### src/rtl/rxseq_pkg.sv
package rxseq_pkg;

    localparam int TP_W          = 8;
    localparam int RANGE_W       = 6;
    localparam int RANGE_ENTRIES = 39;
    localparam int WR_COUNT      = 7;
    localparam int BOUND_W       = 11;

    // Ordered range table: the first upper bound at or above the rate selects the code.
    localparam logic [BOUND_W-1:0] RANGE_UPPER [RANGE_ENTRIES] = '{
        11'd89,   11'd99,   11'd109,  11'd129,  11'd139,  11'd149,  11'd169,  11'd179,
        11'd199,  11'd219,  11'd239,  11'd249,  11'd269,  11'd299,  11'd329,  11'd359,
        11'd399,  11'd449,  11'd499,  11'd549,  11'd599,  11'd649,  11'd699,  11'd749,
        11'd799,  11'd849,  11'd899,  11'd949,  11'd999,  11'd1049, 11'd1099, 11'd1149,
        11'd1199, 11'd1249, 11'd1299, 11'd1349, 11'd1399, 11'd1449, 11'd1500
    };

    localparam logic [RANGE_W-1:0] RANGE_CODE [RANGE_ENTRIES] = '{
        6'h00, 6'h10, 6'h20, 6'h01, 6'h11, 6'h21, 6'h02, 6'h12,
        6'h22, 6'h03, 6'h13, 6'h23, 6'h04, 6'h14, 6'h05, 6'h15,
        6'h25, 6'h06, 6'h16, 6'h07, 6'h17, 6'h08, 6'h18, 6'h09,
        6'h19, 6'h29, 6'h39, 6'h0a, 6'h1a, 6'h2a, 6'h3a, 6'h0b,
        6'h1b, 6'h2b, 6'h3b, 6'h0c, 6'h1c, 6'h2c, 6'h3c
    };

    localparam int MAX_RATE = 1500;

    localparam logic [TP_W-1:0] SETTLE_VAL = 8'h04;

    typedef enum logic [2:0] {
        ST_IDLE,
        ST_SETUP,
        ST_CLR_HI,
        ST_CLR_LO,
        ST_WRITE,
        ST_WAIT
    } seq_state_e;

    // Register address of each write, in issue order.
    function automatic logic [TP_W-1:0] wr_addr(input logic [2:0] idx);
        case (idx)
            3'd0:    return 8'h34;
            3'd1:    return 8'h44;
            3'd2:    return 8'h54;
            3'd3:    return 8'h84;
            3'd4:    return 8'h94;
            3'd5:    return 8'h75;
            default: return 8'h00;
        endcase
    endfunction

    // Value of each write; the lane registers carry the range code shifted by one.
    function automatic logic [TP_W-1:0] wr_value(input logic [2:0] idx,
                                                 input logic [RANGE_W-1:0] rng);
        case (idx)
            3'd1, 3'd2, 3'd3, 3'd4: return {1'b0, rng, 1'b0};
            3'd5:                   return SETTLE_VAL;
            default:                return '0;
        endcase
    endfunction

endpackage

### src/rtl/rxseq_rate_map.sv
module rxseq_rate_map
    import rxseq_pkg::*;
#(
    parameter int RATE_W = 11
) (
    input  logic [RATE_W-1:0]  rate_i,
    output logic [RANGE_W-1:0] code_o,
    output logic               hit_o
);

    // Walk from the top entry down so the lowest matching bound wins.
    always_comb begin
        code_o = '0;
        hit_o  = 1'b0;
        for (int i = RANGE_ENTRIES - 1; i >= 0; i--) begin
            if (32'(rate_i) <= 32'(RANGE_UPPER[i])) begin
                code_o = RANGE_CODE[i];
                hit_o  = 1'b1;
            end
        end
    end

endmodule

### src/rtl/rxseq_lane_mask.sv
module rxseq_lane_mask #(
    parameter int NLANES = 4,
    localparam int LCW   = $clog2(NLANES + 1)
) (
    input  logic [LCW-1:0]    cnt_i,
    output logic [NLANES-1:0] mask_o,
    output logic              ok_o
);

    for (genvar g = 0; g < NLANES; g++) begin : g_lane
        assign mask_o[g] = (32'(cnt_i) > g);
    end

    assign ok_o = (cnt_i != '0) && (32'(cnt_i) <= NLANES);

endmodule

### src/rtl/rxseq_tport.sv
module rxseq_tport
    import rxseq_pkg::*;
#(
    parameter int STEP_HOLD = 4,
    localparam int HW       = $clog2(STEP_HOLD + 1)
) (
    input  logic            clk,
    input  logic            rst_n,
    input  logic            prime_i,
    input  logic            abort_i,
    input  logic            go_i,
    input  logic [TP_W-1:0] addr_i,
    input  logic [TP_W-1:0] value_i,
    output logic            tp_clk_o,
    output logic            tp_en_o,
    output logic [TP_W-1:0] tp_din_o,
    output logic            done_o
);

    localparam logic [HW-1:0] HOLD_LAST = HW'(STEP_HOLD - 1);
    localparam logic [2:0]    LAST_STEP = 3'd5;

    typedef struct packed {
        logic            active;
        logic [2:0]      step;
        logic [HW-1:0]   cnt;
        logic            tclk;
        logic            ten;
        logic [TP_W-1:0] din;
        logic [TP_W-1:0] value;
        logic            done;
    } tp_regs_t;

    tp_regs_t d, q;

    always_comb begin
        d      = q;
        d.done = 1'b0;
        if (abort_i) begin
            d.active = 1'b0;
            d.ten    = 1'b0;
        end else if (prime_i) begin
            d.tclk = 1'b1;
        end else if (go_i && !q.active) begin
            d.active = 1'b1;
            d.step   = '0;
            d.cnt    = '0;
            d.din    = addr_i;
            d.value  = value_i;
        end else if (q.active) begin
            if (q.cnt == HOLD_LAST) begin
                d.cnt = '0;
                if (q.step == LAST_STEP) begin
                    d.active = 1'b0;
                    d.done   = 1'b1;
                end else begin
                    d.step = q.step + 3'd1;
                    case (q.step + 3'd1)
                        3'd1:    d.ten  = 1'b1;
                        3'd2:    d.tclk = 1'b0;
                        3'd3:    d.ten  = 1'b0;
                        3'd4:    d.din  = q.value;
                        default: d.tclk = 1'b1;
                    endcase
                end
            end else begin
                d.cnt = q.cnt + 1'b1;
            end
        end
    end

    always_ff @(posedge clk or negedge rst_n) begin
        if (!rst_n) q <= '0;
        else        q <= d;
    end

    assign tp_clk_o = q.tclk;
    assign tp_en_o  = q.ten;
    assign tp_din_o = q.din;
    assign done_o   = q.done;

endmodule

### src/rtl/rxphy_bringup_seq.sv
module rxphy_bringup_seq
    import rxseq_pkg::*;
#(
    parameter int NLANES    = 4,
    parameter int RATE_W    = 11,
    parameter int CLR_WAIT  = 20000,
    parameter int STEP_HOLD = 4,
    localparam int LCW      = $clog2(NLANES + 1),
    localparam int CLW      = $clog2(CLR_WAIT + 1)
) (
    input  logic              clk,
    input  logic              rst_n,
    input  logic              start_i,
    input  logic              stop_i,
    input  logic [LCW-1:0]    lane_cnt_i,
    input  logic [RATE_W-1:0] rate_mbps_i,
    output logic              busy_o,
    output logic              done_o,
    output logic              error_o,
    output logic [NLANES-1:0] lane_en_o,
    output logic [NLANES-1:0] force_rx_o,
    output logic [NLANES-1:0] force_stop_o,
    output logic [NLANES-1:0] turn_req_o,
    output logic [NLANES-1:0] turn_dis_o,
    output logic              tp_clk_o,
    output logic              tp_clr_o,
    output logic              tp_en_o,
    output logic [TP_W-1:0]   tp_din_o
);

    localparam logic [CLW-1:0] CLR_LAST = CLW'(CLR_WAIT - 1);
    localparam logic [2:0]     WR_LAST  = 3'(WR_COUNT - 1);

    typedef struct packed {
        seq_state_e         state;
        logic [CLW-1:0]     cnt;
        logic [2:0]         idx;
        logic [RANGE_W-1:0] rng;
        logic               busy;
        logic               done;
        logic               err;
        logic               clr;
        logic [NLANES-1:0]  lane_en;
        logic [NLANES-1:0]  turn_dis;
    } seq_regs_t;

    seq_regs_t d, q;

    logic [RANGE_W-1:0] rate_code;
    logic               rate_hit;
    logic [NLANES-1:0]  lane_mask;
    logic               lane_ok;
    logic               wr_go, wr_done, tp_prime, tp_abort;
    logic [TP_W-1:0]    wr_a, wr_v;

    rxseq_rate_map #(.RATE_W(RATE_W)) u_rate (
        .rate_i (rate_mbps_i),
        .code_o (rate_code),
        .hit_o  (rate_hit)
    );

    rxseq_lane_mask #(.NLANES(NLANES)) u_mask (
        .cnt_i  (lane_cnt_i),
        .mask_o (lane_mask),
        .ok_o   (lane_ok)
    );

    rxseq_tport #(.STEP_HOLD(STEP_HOLD)) u_tport (
        .clk      (clk),
        .rst_n    (rst_n),
        .prime_i  (tp_prime),
        .abort_i  (tp_abort),
        .go_i     (wr_go),
        .addr_i   (wr_a),
        .value_i  (wr_v),
        .tp_clk_o (tp_clk_o),
        .tp_en_o  (tp_en_o),
        .tp_din_o (tp_din_o),
        .done_o   (wr_done)
    );

    always_comb begin
        d        = q;
        d.done   = 1'b0;
        d.err    = 1'b0;
        wr_go    = 1'b0;
        tp_prime = 1'b0;
        tp_abort = 1'b0;
        wr_a     = wr_addr(q.idx);
        wr_v     = wr_value(q.idx, q.rng);
        if (stop_i) begin
            tp_abort  = 1'b1;
            d.state   = ST_IDLE;
            d.busy    = 1'b0;
            d.clr     = 1'b0;
            d.lane_en = '0;
        end else begin
            case (q.state)
                ST_IDLE: begin
                    if (start_i) begin
                        if (rate_hit && lane_ok) begin
                            tp_prime   = 1'b1;
                            d.state    = ST_SETUP;
                            d.busy     = 1'b1;
                            d.rng      = rate_code;
                            d.lane_en  = lane_mask;
                            d.turn_dis = '1;
                            d.idx      = '0;
                            d.cnt      = '0;
                        end else begin
                            d.err = 1'b1;
                        end
                    end
                end
                ST_SETUP: begin
                    d.clr   = 1'b1;
                    d.cnt   = '0;
                    d.state = ST_CLR_HI;
                end
                ST_CLR_HI: begin
                    if (q.cnt == CLR_LAST) begin
                        d.cnt   = '0;
                        d.clr   = 1'b0;
                        d.state = ST_CLR_LO;
                    end else begin
                        d.cnt = q.cnt + 1'b1;
                    end
                end
                ST_CLR_LO: begin
                    if (q.cnt == CLR_LAST) begin
                        d.cnt   = '0;
                        d.state = ST_WRITE;
                    end else begin
                        d.cnt = q.cnt + 1'b1;
                    end
                end
                ST_WRITE: begin
                    wr_go   = 1'b1;
                    d.state = ST_WAIT;
                end
                ST_WAIT: begin
                    if (wr_done) begin
                        if (q.idx == WR_LAST) begin
                            d.state = ST_IDLE;
                            d.busy  = 1'b0;
                            d.done  = 1'b1;
                        end else begin
                            d.idx   = q.idx + 3'd1;
                            d.state = ST_WRITE;
                        end
                    end
                end
                default: d.state = ST_IDLE;
            endcase
        end
    end

    always_ff @(posedge clk or negedge rst_n) begin
        if (!rst_n) q <= '0;
        else        q <= d;
    end

    assign busy_o       = q.busy;
    assign done_o       = q.done;
    assign error_o      = q.err;
    assign lane_en_o    = q.lane_en;
    assign turn_dis_o   = q.turn_dis;
    assign tp_clr_o     = q.clr;
    assign force_rx_o   = '0;
    assign force_stop_o = '0;
    assign turn_req_o   = '0;

endmodule

### config.mk
export PLATFORM = sky130hd
export DESIGN_NAME = rxphy_bringup_seq
export DESIGN_NICKNAME = d
export VERILOG_FILES = /design/src/rtl/rxseq_pkg.sv /design/src/rtl/rxseq_rate_map.sv /design/src/rtl/rxseq_lane_mask.sv /design/src/rtl/rxseq_tport.sv /design/src/rtl/rxphy_bringup_seq.sv
export SDC_FILE = /design/constraint.sdc
export NUM_CORES = 1
export LEC_CHECK = 0
export ABC_AREA = 1
export BUFFER_PORTS_ARGS = -buffer_cell sky130_fd_sc_hd__buf_4
export CAP_MARGIN = 10
export CORE_ASPECT_RATIO = 0.9
export CORE_MARGIN = 1
export CORE_UTILIZATION = 45
export DETAILED_ROUTE_END_ITERATION = 8
export PLACE_DENSITY = 0.64
export SLEW_MARGIN = 20
export SYNTH_ARGS = -nofsm -noshare
export SYNTH_HDL_FRONTEND = slang
export SYNTH_SLANG_ARGS = --single-unit
### constraint.sdc
create_clock -name clk -period 2.4 [get_ports clk]
set_input_delay 0.24 -clock clk [delete_from_list [all_inputs] [get_ports clk]]
set_output_delay 0.24 -clock clk [all_outputs]
set_load 0.05 [all_outputs]
[After elaboration in Yosys (flattened, before gate mapping)]
Index checks and enable logic that the tools add are counted.
Storage, ports and cells
  register bits: 61
  logic and storage cells: 281
Cells by class
  add/subtract/negate cells: 4
  magnitude comparators: 44
  equal/unequal tests: 35
  mux-type cells: 139
  bitwise gates (word level): 3
  reductions and logical operators: 38
Operators with widths (number)
  6-bit 2-to-1 mux: 39
  11-bit by 10-bit <= comparator with 1-bit output, second input constant: 10
  11-bit <= comparator, second input constant: 10
  11-bit by 8-bit <= comparator with 1-bit output, second input constant: 9
  11-bit by 9-bit <= comparator with 1-bit output, second input constant: 7
  1-bit 2-to-1 mux: 61
  28-bit 2-to-1 mux: 2
  8-bit one-hot mux with 6 select lines: 1
  15-bit one-hot mux with 3 select lines: 1
  8-bit 2-to-1 mux: 5
  11-bit by 7-bit <= comparator with 1-bit output, second input constant: 3
  3-bit 2-to-1 mux: 9
  6-bit AND reduction: 4
  2-bit nonzero test: 11
  3-bit by 2-bit equality test with 1-bit output, second input constant: 7
  3-bit equality test, second input constant: 7
  7-bit 2-to-1 mux: 3
  10-bit 2-to-1 mux: 2
  18-bit 2-to-1 mux: 1
  3-bit one-hot mux with 6 select lines: 1
  17-bit 2-to-1 mux: 1
  15-bit by 1-bit adder with 15-bit output, second input constant: 1
  15-bit equality test, second input constant: 1
  15-bit 2-to-1 mux: 1
  other kinds (27): 66

[Logic depth before layout (Yosys ltp)]
Gate-level depths: netlist (run 1).
  word-level depth: 47
  gate-level depth with buffers: 42

[Modules after synthesis]
From an unflattened synthesis (run 1), not the netlist that was laid out.
Unflattened totals
  cell total of the unflattened synthesis: 807
  area, all modules: 5213.8 µm²
By module, submodules not included
  rxphy_bringup_seq: times used 1, cells each 320, area an instance 2302.2 µm², seq. area each 900.9 µm²
  rxseq_tport: times used 1, cells each 176, area an instance 1467.7 µm², seq. area each 650.6 µm²
  rxseq_rate_map: times used 1, cells each 301, area an instance 1393.8 µm², seq. area each 0.0 µm²
  rxseq_lane_mask: times used 1, cells each 10, area an instance 50.0 µm², seq. area each 0.0 µm²

[Least setup slack after synthesis (run 1)]
Ideal clock, no wire load.
  kind: input to register
  start: in rate_mbps_i[5]
  end: reg q[16] (netlist name)
  library setup time: 0.117 ns
  arrival time: 2.373 ns
  data required time: 2.283 ns
  setup slack: -0.089 ns
  cell stages on the path: 41
  cells stage by stage: buf_4 > inv_2 > nand4_1 > nand2_2 > nand2_1 > nand2_1 > nand2_2 > nand2_1 > nand2_1 > nand2_1 > nand2_1 > nand2_1 > nand2_1 > nand2_1 > nand2_1 > nand2_1 > nand2_1 > nand2_1 > [... 5 more ...] > nand2_1 > nand2_1 > nand2_1 > nand2_1 > nand2_1 > nand2_1 > nand2_1 > nand2_1 > nand2_1 > nand2_1 > nand2_1 > nand2_1 > nand2_1 > nand2_1 > nand2_1 > nand2_1 > nand2_1 > nand2_1
On the way
  longest elaborated chain between the ends: 42
  elaborated cells between the ends (all ways): 119
  those cells by class: order compare: 39; mux: 78; reduce/logical: 2
Ends and longest elaborated chain
  from (decl): RTL line rxphy_bringup_seq.sv:16  | input logic [RATE_W-1:0] rate_mbps_i,
  11-bit <= comparator: RTL line rxseq_rate_map.sv:16  | if (32'(rate_i) <= 32'(RANGE_UPPER[i])) begin
  1-bit 2-to-1 mux (39 in a row): RTL line rxseq_rate_map.sv:16
  1-bit logical AND: RTL line rxphy_bringup_seq.sv:101  | if (rate_hit && lane_ok) begin
  4-bit AND reduction (no line)
  to (signal assigned): RTL line rxphy_bringup_seq.sv:159  | if (!rst_n) q <= '0;
  to (signal assigned): RTL line rxphy_bringup_seq.sv:160  | else q <= d;
  to (decl): RTL line rxphy_bringup_seq.sv:47  | seq_regs_t d, q;
Parallel ways exist; a longest one is shown, timed or not.
A chain may end at the register's enable or synchronous reset.

[Worst setup path after layout (run 1)]
  start: in rate_mbps_i[3]
  end: reg q[16] (netlist name)
The elaborated chain is that of the path after synthesis.

==> flow_metrics.tcl, run 1 <==
set metrics [dict create \
    status "complete, but fails checks" \
    violations "hold timing, setup timing" \
    crit_path_max_fanout 9 \
    netlist_instances 699 \
    power_frac_clock_pct 28.8 \
    start_kind "input port" \
    max_stage_delay_ns 0.17 \
    detail_route.first_pass.iterations 6 \
    final_common_cell "nand2_1" \
    multiInputGateArea_mm2 0.00263 \
    drv_cap 0 \
    worstSetupEndpointType "flip-flop" \
    setup_viol 1 \
    pre_cts_ws_ns -0.407 \
    grt_pass1_vias 4895 \
    worst_slack_ns -0.0140 \
    numCtsBuffers 9 \
    finalCriticalPeriod_ns 2.41 \
    met1_usage_pct 35.0 \
    drc 0 \
    whs_ns -0.0130 \
    r2r_slack_ns 0.20 \
    use_met3_pct 3.87 \
    die_x_um 109 \
    p_sw_mw 1.79 \
    synth-async-reset-ratio_pct 100 \
    root_buffer "clkbuf_16" \
    clock_path_buffers 2 \
    routed-via-count 5150 \
    cp_slowest_cell "buf_4" \
    overflow 0 \
    synth_top_area_share_pct 32.4 \
    grt_pass1_wl_um 23300 \
    relSlewSlack_pct 50.0 \
    drv_slew 0 \
    synth_top_area_cell "dfrtp_1" \
    met2_usage_pct 46.6 \
    crit_family "simple AND/OR/NAND/NOR gates" \
    worst_pin_slew_ns 0.750 \
    ir_drop_v 0.000762 \
    postRouteAntennaNets 0 \
    cts_tree "yes" \
    clk_latency_ns 0.33 \
    rsz0062_at_grt "yes" \
    path_buf_inv 3 \
    p_comb_share_pct 39.6 \
    critPathMostFrequentCell "nand2_1" \
    min_period_over_period_pct 101 \
    place_congestion 0.983 \
    design.core.area_mm2 0.00983 \
    path_clk_slew_ns 0.06 \
    critPathRequiredTime_ns 2.61 \
    grt_max_degree 61 \
    power.leakage_nw 3.14 \
    ios 52 \
    top_usage_layer "met2" \
    fillers 912 \
    register_area_mm2 0.00150 \
    critPathArrivalTime_ns 2.63 \
    swShare_pct 40.0 \
    finalHoldViolCount 21 \
    antenna_found_initial 0 \
    synth_edf_count 0 \
    h-tree-depth 3 \
    die-area_mm2 0.0107 \
    rr_startpoint "q[22]" \
    synth_flop_cell "dfrtp_1" \
    drt_iter0_markers 382 \
    finalClockSkew_ns 0.00743 \
    synth_warnings 0 \
    io_buffers 39 \
    synth_seq_cells 60 \
    drt-total-wl_um 14500 \
    post-route-util_pct 63.9 \
    synth_area_per_cell_um2 6.63 \
    hold_path.class "input port to asynchronous set/reset pin" \
    setup_tns_ns -0.0140 \
    drive_above_1_share_pct 27.4 \
    area_growth_pct 35.4 \
    die_h_um 98.3 \
    crit_type "input port to flip-flop" \
    std_cell_rows 34 \
    synth_area_leaders "dfrtp_1 32%, nand2_1 14%, inv_1 7.5%" \
    via_per_inst 5.28 \
    seq_power_share_pct 31.6 \
    yosysUniqueCellTypes 45 \
    final_cell_mix "163 x nand2_1, 157 x buf_4, 90 x inv_1" \
    netlist_area_mm2 0.00464 \
    power_per_cell_area_mw_per_mm2 713 \
    final_nets 875 \
    internal-power_mw 2.69 \
    antenna_cells 0 \
    synth-seq-area-share_pct 32.4 \
    initial_utilization_pct 47.2 \
    clkSinkCount 60 \
    reg2reg_depth 13 \
    wire_per_inst_um 14.9 \
    hpwlAfterDp_um 11600 \
    r2r-end "q[35]" \
    clock.fmax_ghz 0.414 \
    grt.total_usage_pct 27.9 \
]
[synth_stat cells, drive strengths merged, types with 2 or more instances]
master	n
nand2	181
inv	99
nor2	86
dfrtp	60
o21ai	56
a21oi	37
buf	36
nand3	36
nor3	18
a31oi	16
ha	13
clkbuf	7
o31ai	7
nand4	6
nor4	5
a32oi	4
nor3b	4
a211oi	3
a21boi	3
o211ai	3
a22oi	2
a311oi	2
o22ai	2
o311ai	2
o32ai	2
[through the flow]
step | power (mW) | instance area (µm²) | instances
6_report | 4.48 | 6280 | 975
5_1_grt | 4.77 | 6280 | 975
4_1_cts | 4.46 | 6100 | 971
3_5_place_dp | 3.16 | 5760 | 953
3_3_place_gp | 3.12 | 5760 | 953
2_1_floorplan | 2.60 | 4700 | 710
[routing by layer]
metal	wire [µm]	vias up
met3	635	47
met1	6320	2357
li1	-	2546
met5	0	-
met2	6910	200
met4	644	0
[sequential cells by signal, summed over array words and instances, names as in the netlist]
register	cells
q	27
done_o	1
u_tport.q	13
busy_o	1
u_tport.tp_din_o	8
tp_clr_o	1
u_tport.tp_en_o	1
turn_dis_o	1
u_tport.done_o	1
u_tport.tp_clk_o	1
error_o	1
lane_en_o	4
[cell type report]
| class | count | share of cell area, % |
|---|---|---|
| clock buffers | 9 | 3.59 |
| multi-input cells | 507 | 41.9 |
| well taps | 126 | 2.51 |
| inverters | 100 | 6.22 |
| flip-flops and latches | 60 | 23.9 |
| repair buffers | 166 | 20.7 |
| clock inverters | 7 | 1.22 |
[worst register-to-register path: stages, from the launching register on]
cell     delay, ns
dfrtp_1       0.35
ha_1          0.17
inv_1         0.06
nor3_1        0.20
inv_1         0.06
nor2_1        0.14
inv_1         0.07
nor2_1        0.20
nand3_2       0.14
nor2_1        0.12
nand3_1       0.10
nor4_2        0.27
xor2_1        0.17
nor2_1        0.05
[power groups by stage]
stage	clock network, mW	registers (mW)	logic (mW)
floorplan	0	1.45	1.15
detailed placement	0	1.43	1.72
global route	1.35	1.44	1.97
CTS	1.30	1.41	1.74
global placement	0	1.42	1.70
finish	1.29	1.42	1.77
[cell families after synthesis]
kind of cell    synth area share, %
buf+inv                        14.9
flops                          32.4
compound gates                 17.9
fa+ha+maj                      3.51
other cells                  0.0809
xor+xnor                      0.189
simple gates                   31.0
[timing repair]
item	in CTS	in global routing
buffers inserted	2	4
endpoints found under the setup margin	1	4
pin swaps	1	16
resized for setup	9	41
endpoints found under the hold margin	0	0
hold buffers	0	0
[worst max path at each step]
stage,to,startpoint,cells past startpoint,slack (ns)
finish,q[16],rate_mbps_i[3],37,-0.01
global route,q[16],rate_mbps_i[6],40,-0.31
CTS,q[16],rate_mbps_i[2],38,0.0006
detailed placement,q[16],rate_mbps_i[1],39,-0.41
global placement,q[16],rate_mbps_i[3],38,-0.41
floorplan,q[16],rate_mbps_i[5],41,-0.05
No activity file was read; power rests on OpenSTA's default activity.
==> run 2: changes to the inputs <==
--- a/config.mk
+++ b/config.mk
@@ -11,6 +11,7 @@
 export CORE_ASPECT_RATIO = 0.9
 export CORE_MARGIN = 1
 export CORE_UTILIZATION = 45
+export CTS_CLUSTER_DIAMETER = 80
 export DETAILED_ROUTE_END_ITERATION = 8
 export PLACE_DENSITY = 0.64
 export SLEW_MARGIN = 20
==> constraint.sdc (replaced) <==
create_clock -name clk -period 2.7 [get_ports clk]
set_input_delay 0.27 -clock clk [delete_from_list [all_inputs] [get_ports clk]]
set_output_delay 0.27 -clock clk [all_outputs]
set_load 0.05 [all_outputs]
==> flow_metrics.tcl, run 2 (synthesized netlist as in run 1, its figures left out) <==
set metrics [dict create \
    initial_utilization_pct 47.2 \
    place_congestion 1.00 \
    die_h_um 98.3 \
    fin_area_mm2 0.00594 \
    largest_reg_flops 27 \
    clock.fmax_ghz 0.394 \
    die_x_um 109 \
    design.core.area_mm2 0.00983 \
    io_buffers 39 \
    relSlewSlack_pct 49.8 \
    ir_drop_v 0.000458 \
    setup_viol 0 \
    die-area_mm2 0.0107 \
    clock_path_buffers 2 \
    detail_route.first_pass.iterations 5 \
    crit_family "simple AND/OR/NAND/NOR gates" \
    stdcell_count 948 \
    pre_cts_ws_ns -0.173 \
    power_per_cell_area_mw_per_mm2 654 \
    area_growth_pct 28.0 \
    drc 0 \
    grt_max_degree 61 \
    grt_pass1_wl_um 23600 \
    path_clk_slew_ns 0.05 \
    postRouteAntennaNets 0 \
    hold_path.class "input port to asynchronous set/reset pin" \
    register_area_mm2 0.00150 \
    final_cell_mix "170 x nand2_1, 136 x buf_4, 91 x inv_1" \
    antenna_found_initial 0 \
    root_buffer "clkbuf_16" \
    wire_per_inst_um 15.4 \
    multiInputGateArea_mm2 0.00253 \
    numCtsBuffers 9 \
    crit_path_max_fanout 6 \
    worstSetupEndpointType "flip-flop" \
    fin_total_pwr_mw 3.88 \
    placed_area_mm2 0.00553 \
    drt-total-wl_um 14600 \
    clk_latency_ns 0.32 \
    finalClockSkew_ns 0.00973 \
    finalCriticalPeriod_ns 2.54 \
    start_kind "input port" \
    finalHoldViolCount 0 \
    drt_iter0_markers 455 \
    dp.cells 926 \
    grt.total_usage_pct 28.4 \
    critPathArrivalTime_ns 2.74 \
    critPathRequiredTime_ns 2.90 \
    min_period_over_period_pct 94.0 \
    clkSinkCount 60 \
    final_nets 848 \
    top_register "q" \
    routed-via-count 5045 \
    setup_tns_ns 0 \
    cts_tree "yes" \
    cp_slowest_cell "a21oi_1" \
    worst_slack_ns 0.162 \
    worst_pin_slew_ns 0.753 \
    ios 52 \
    via_per_inst 5.32 \
    status "finished clean" \
    grt_pass1_vias 4806 \
    h-tree-depth 3 \
    critPathMostFrequentCell "nand2_1" \
    overflow 0 \
    fillers 958 \
    std_cell_rows 34 \
    drive_above_1_share_pct 22.7 \
    power.leakage_nw 2.97 \
    drv_slew 0 \
    rsz0062_at_grt "yes" \
    max_stage_delay_ns 0.27 \
    path_buf_inv 1 \
    final_common_cell "nand2_1" \
    antenna_cells 0 \
    crit_type "input port to flip-flop" \
    drv_cap 0 \
    hpwlAfterDp_um 11900 \
]
-- run 2: changes by cell type in the layout (fill, tap and decap cells not counted), sizes merged --
cell,before,now
clkbuf,9,11
inv,100,98
buf,166,139
-- run 2: final timing paths --
kind	from	end	slack, ns	depth (start not counted)
worst max-delay path	rate_mbps_i[4]	q[16]	0.16	39
worst max register to register	q[21]	q[35]	0.41	13
worst min register to register	u_tport.tp_din_o[0]	u_tport.tp_din_o[0]	0.47	2
worst min-delay path	rst_n	u_tport.tp_din_o[5]	0.02	1
min in group clk	lane_cnt_i[1]	lane_en_o[1]	0.23	3
max in group asynchronous	rst_n	q[27]	2.18	1
-- run 2: through the flow --
step	hold slack, ns	util, %
floorplan	-0.0256	-
global placement	0.376	56.3
detailed placement	0.401	56.3
CTS	0.0534	59.2
global route	0.0992	60.4
finish	0.0229	60.4
-- run 2: power breakdown --
| group | internal, mW | switching (mW) |
|---|---|---|
| clock network | 0.709 | 0.389 |
| logic | 0.520 | 1.01 |
| registers | 1.11 | 0.147 |
-- run 2: worst reg2reg max path: cells and delay by family (launching register included) --
| family | cells | cell delay, ns |
|---|---|---|
| flops | 1 | 0.35 |
| buf+inv | 3 | 0.21 |
| xor+xnor | 1 | 0.17 |
| fa+ha+maj | 1 | 0.17 |
| simple gates | 8 | 1.27 |
-- run 2: repair_timing --
item,4_1_cts,5_1_grt
buffers inserted,0,6
endpoints found under the setup margin,0,1
resized for setup,0,22
endpoints found under the hold margin,0,0
hold buffers,0,0
-- run 2: routing by layer --
layer,global-route usage (%),share of wire (%),routed length [µm],vias up
met3,4.07,4.3,628,37
met5,0,0,0,-
met2,47.0,46,6800,159
met1,36.7,46,6700,2345
li1,-,-,-,2504
met4,11.2,3.5,505,0
-- run 2: cell type report --
type | count | share of cell area [%]
sequential | 60 | 25.3
multi-input combinational | 507 | 42.6
clock inverter | 5 | 0.885
tap | 126 | 2.66
timing repair buffer | 139 | 18.1
clock buffer | 11 | 3.92
inverter | 100 | 6.51
==> run 3: changes to the inputs <==
--- a/config.mk
+++ b/config.mk
@@ -13,7 +13,8 @@
 export CORE_UTILIZATION = 45
 export CTS_CLUSTER_DIAMETER = 80
 export DETAILED_ROUTE_END_ITERATION = 8
-export PLACE_DENSITY = 0.64
+export PLACE_DENSITY = 0.66
+export SETUP_SLACK_MARGIN = 0.4
 export SLEW_MARGIN = 20
 export SYNTH_ARGS = -nofsm -noshare
 export SYNTH_HDL_FRONTEND = slang
==> constraint.sdc (replaced) <==
create_clock -name clk -period 2.2 [get_ports clk]
set_input_delay 0.22 -clock clk [delete_from_list [all_inputs] [get_ports clk]]
set_output_delay 0.22 -clock clk [all_outputs]
set_load 0.05 [all_outputs]
==> flow_metrics.tcl, run 3 (synthesized netlist as in run 1, its figures left out) <==
set metrics [dict create \
    clock_path_buffers 2 \
    postRouteAntennaNets 0 \
    drt_iter0_markers 713 \
    r2r-end "q[38]" \
    power.leakage_nw 3.61 \
    root_buffer "clkbuf_16" \
    clk_latency_ns 0.34 \
    pre_cts_ws_ns -0.589 \
    overflow 0 \
    holdCritStartpoint "lane_cnt_i[0]" \
    rsz0062_at_grt "yes" \
    finalCriticalPeriod_ns 2.50 \
    hold_path.class "input port to flip-flop" \
    drt-total-wl_um 20400 \
    worstSetupEndpointType "flip-flop" \
    setup_tns_ns -0.441 \
    initial_utilization_pct 47.2 \
    top_register "q" \
    placed_area_mm2 0.00589 \
    crit_type "input port to flip-flop" \
    detail_route.first_pass.iterations 6 \
    antenna_cells 0 \
    r2r_slack_ns -0.14 \
    worstSetupStartpoint "rate_mbps_i[5]" \
    antenna_found_initial 1 \
    wl_met2_um 9970 \
    finalClockSkew_ns 0.0108 \
    cp_slowest_cell "a311oi_1" \
    worst_pin_slew_ns 0.767 \
    drc 0 \
    start_kind "input port" \
    path_buf_inv 15 \
    h-tree-depth 3 \
    path_clk_slew_ns 0.05 \
    design.core.area_mm2 0.00983 \
    place_congestion 1.03 \
    hpwlAfterDp_um 12000 \
    dp.cells 965 \
    path_cells "buf_6, inv_6, nand4_1, buf_4, buf_4, buf_4, buf_4, buf_4, buf_4, buf_4, buf_4, buf_4, buf_4, buf_4, buf_4, buf_4, o21a_1, a311oi_1, nand2_1, nand2_1" \
    worst_slack_ns -0.302 \
    routed.top_layer "met4" \
    critPathArrivalTime_ns 2.77 \
    wl_met1_um 7160 \
    relSlewSlack_pct 48.9 \
    wl_met3_um 1790 \
    final_cell_mix "190 x buf_4, 152 x nand2_1, 70 x inv_1" \
    wire_per_inst_um 19.6 \
    fin_total_pwr_mw 5.96 \
    die_h_um 98.3 \
    drive_above_1_share_pct 43.6 \
    fin_area_mm2 0.00742 \
    crit_family "buffers and inverters" \
    grt_pass1_vias 5582 \
    critPathRequiredTime_ns 2.47 \
    numCtsBuffers 9 \
    grt.total_usage_pct 33.9 \
    grt_max_degree 61 \
    clkSinkCount 60 \
    critPathMostFrequentCell "buf_4" \
    via_per_inst 5.74 \
    multiInputGateArea_mm2 0.00310 \
    setup_viol 2 \
    max_stage_delay_ns 0.29 \
    ir_drop_v 0.00105 \
    clock.fmax_ghz 0.400 \
    hold_path_depth 3 \
    area_growth_pct 60.1 \
    power_per_cell_area_mw_per_mm2 803 \
    std_cell_rows 34 \
    stdcell_count 1036 \
    grt_pass1_wl_um 27800 \
    largest_reg_flops 27 \
    routed-via-count 5945 \
    ios 52 \
    final_nets 936 \
    crit_path_max_fanout 7 \
    min_to "lane_en_o[2]" \
    io_buffers 39 \
    fillers 695 \
    violations "setup timing" \
    register_area_mm2 0.00151 \
    min_period_over_period_pct 114 \
    drv_slew 0 \
    reg2reg_depth 11 \
    die_x_um 109 \
    finalHoldViolCount 0 \
    die-area_mm2 0.0107 \
    cts_tree "yes" \
    drv_cap 0 \
    rr_startpoint "q[21]" \
    status "complete, but fails checks" \
    final_common_cell "buf_4" \
]
==> run 3: final cells by class <==
| class | count | area share [%] |
|---|---|---|
| multi-input cells | 507 | 41.8 |
| repair buffers | 227 | 25.4 |
| flip-flops and latches | 60 | 20.3 |
| inverters | 100 | 5.87 |
| clock buffers | 9 | 3.03 |
| well taps | 126 | 2.12 |
| clock inverters | 7 | 1.55 |
==> run 3: report_power, final <==
| part | internal, mW | switching [mW] |
|---|---|---|
| Combinational | 0.987 | 1.74 |
| Sequential | 1.36 | 0.217 |
| Clock | 1.10 | 0.550 |
| Total | 3.45 | 2.51 |
==> run 3: stage by stage <==
step,hold slack [ns],util (%)
6_report,0.172,75.5
5_1_grt,0.201,75.5
4_1_cts,0.156,71.1
3_5_place_dp,0.339,59.9
3_3_place_gp,0.326,59.9
2_1_floorplan,-0.0756,-
==> run 3: layer usage <==
layer | GRT usage, % | up-vias
li1 | - | 2680
met1 | 38.1 | 2760
met2 | 58.6 | 387
met3 | 5.74 | 118
met4 | 21.3 | 0
met5 | 0 | -
==> run 3: worst max path at each step <==
stage	endpoint	slack, ns	depth (start not counted)
final	q[16]	-0.30	20
after global routing	q[16]	-0.50	41
after CTS	q[16]	-0.11	41
after detailed placement	q[16]	-0.59	39
after global placement	q[16]	-0.57	39
after floorplan	q[16]	-0.23	41
==> run 3: timing repair <==
action | CTS | global route
hold buffers | 1 | 0
buffers inserted | 41 | 13
gates cloned | 0 | 0
endpoints found under the hold margin | 27 | 0
gates resized for setup | 132 | 105
setup endpoints to repair | 18 | 54
pin swaps | 43 | 50
==> run 3: worst register-to-register path, stage by stage (launching register included) <==
cell     delay [ns]
dfrtp_1        0.40
ha_2           0.21
inv_2          0.05
nor3_4         0.15
inv_1          0.09
nor2_2         0.16
buf_4          0.13
nand4_1        0.14
nand2_2        0.18
buf_6          0.12
a21oi_4        0.07
o32ai_2        0.45
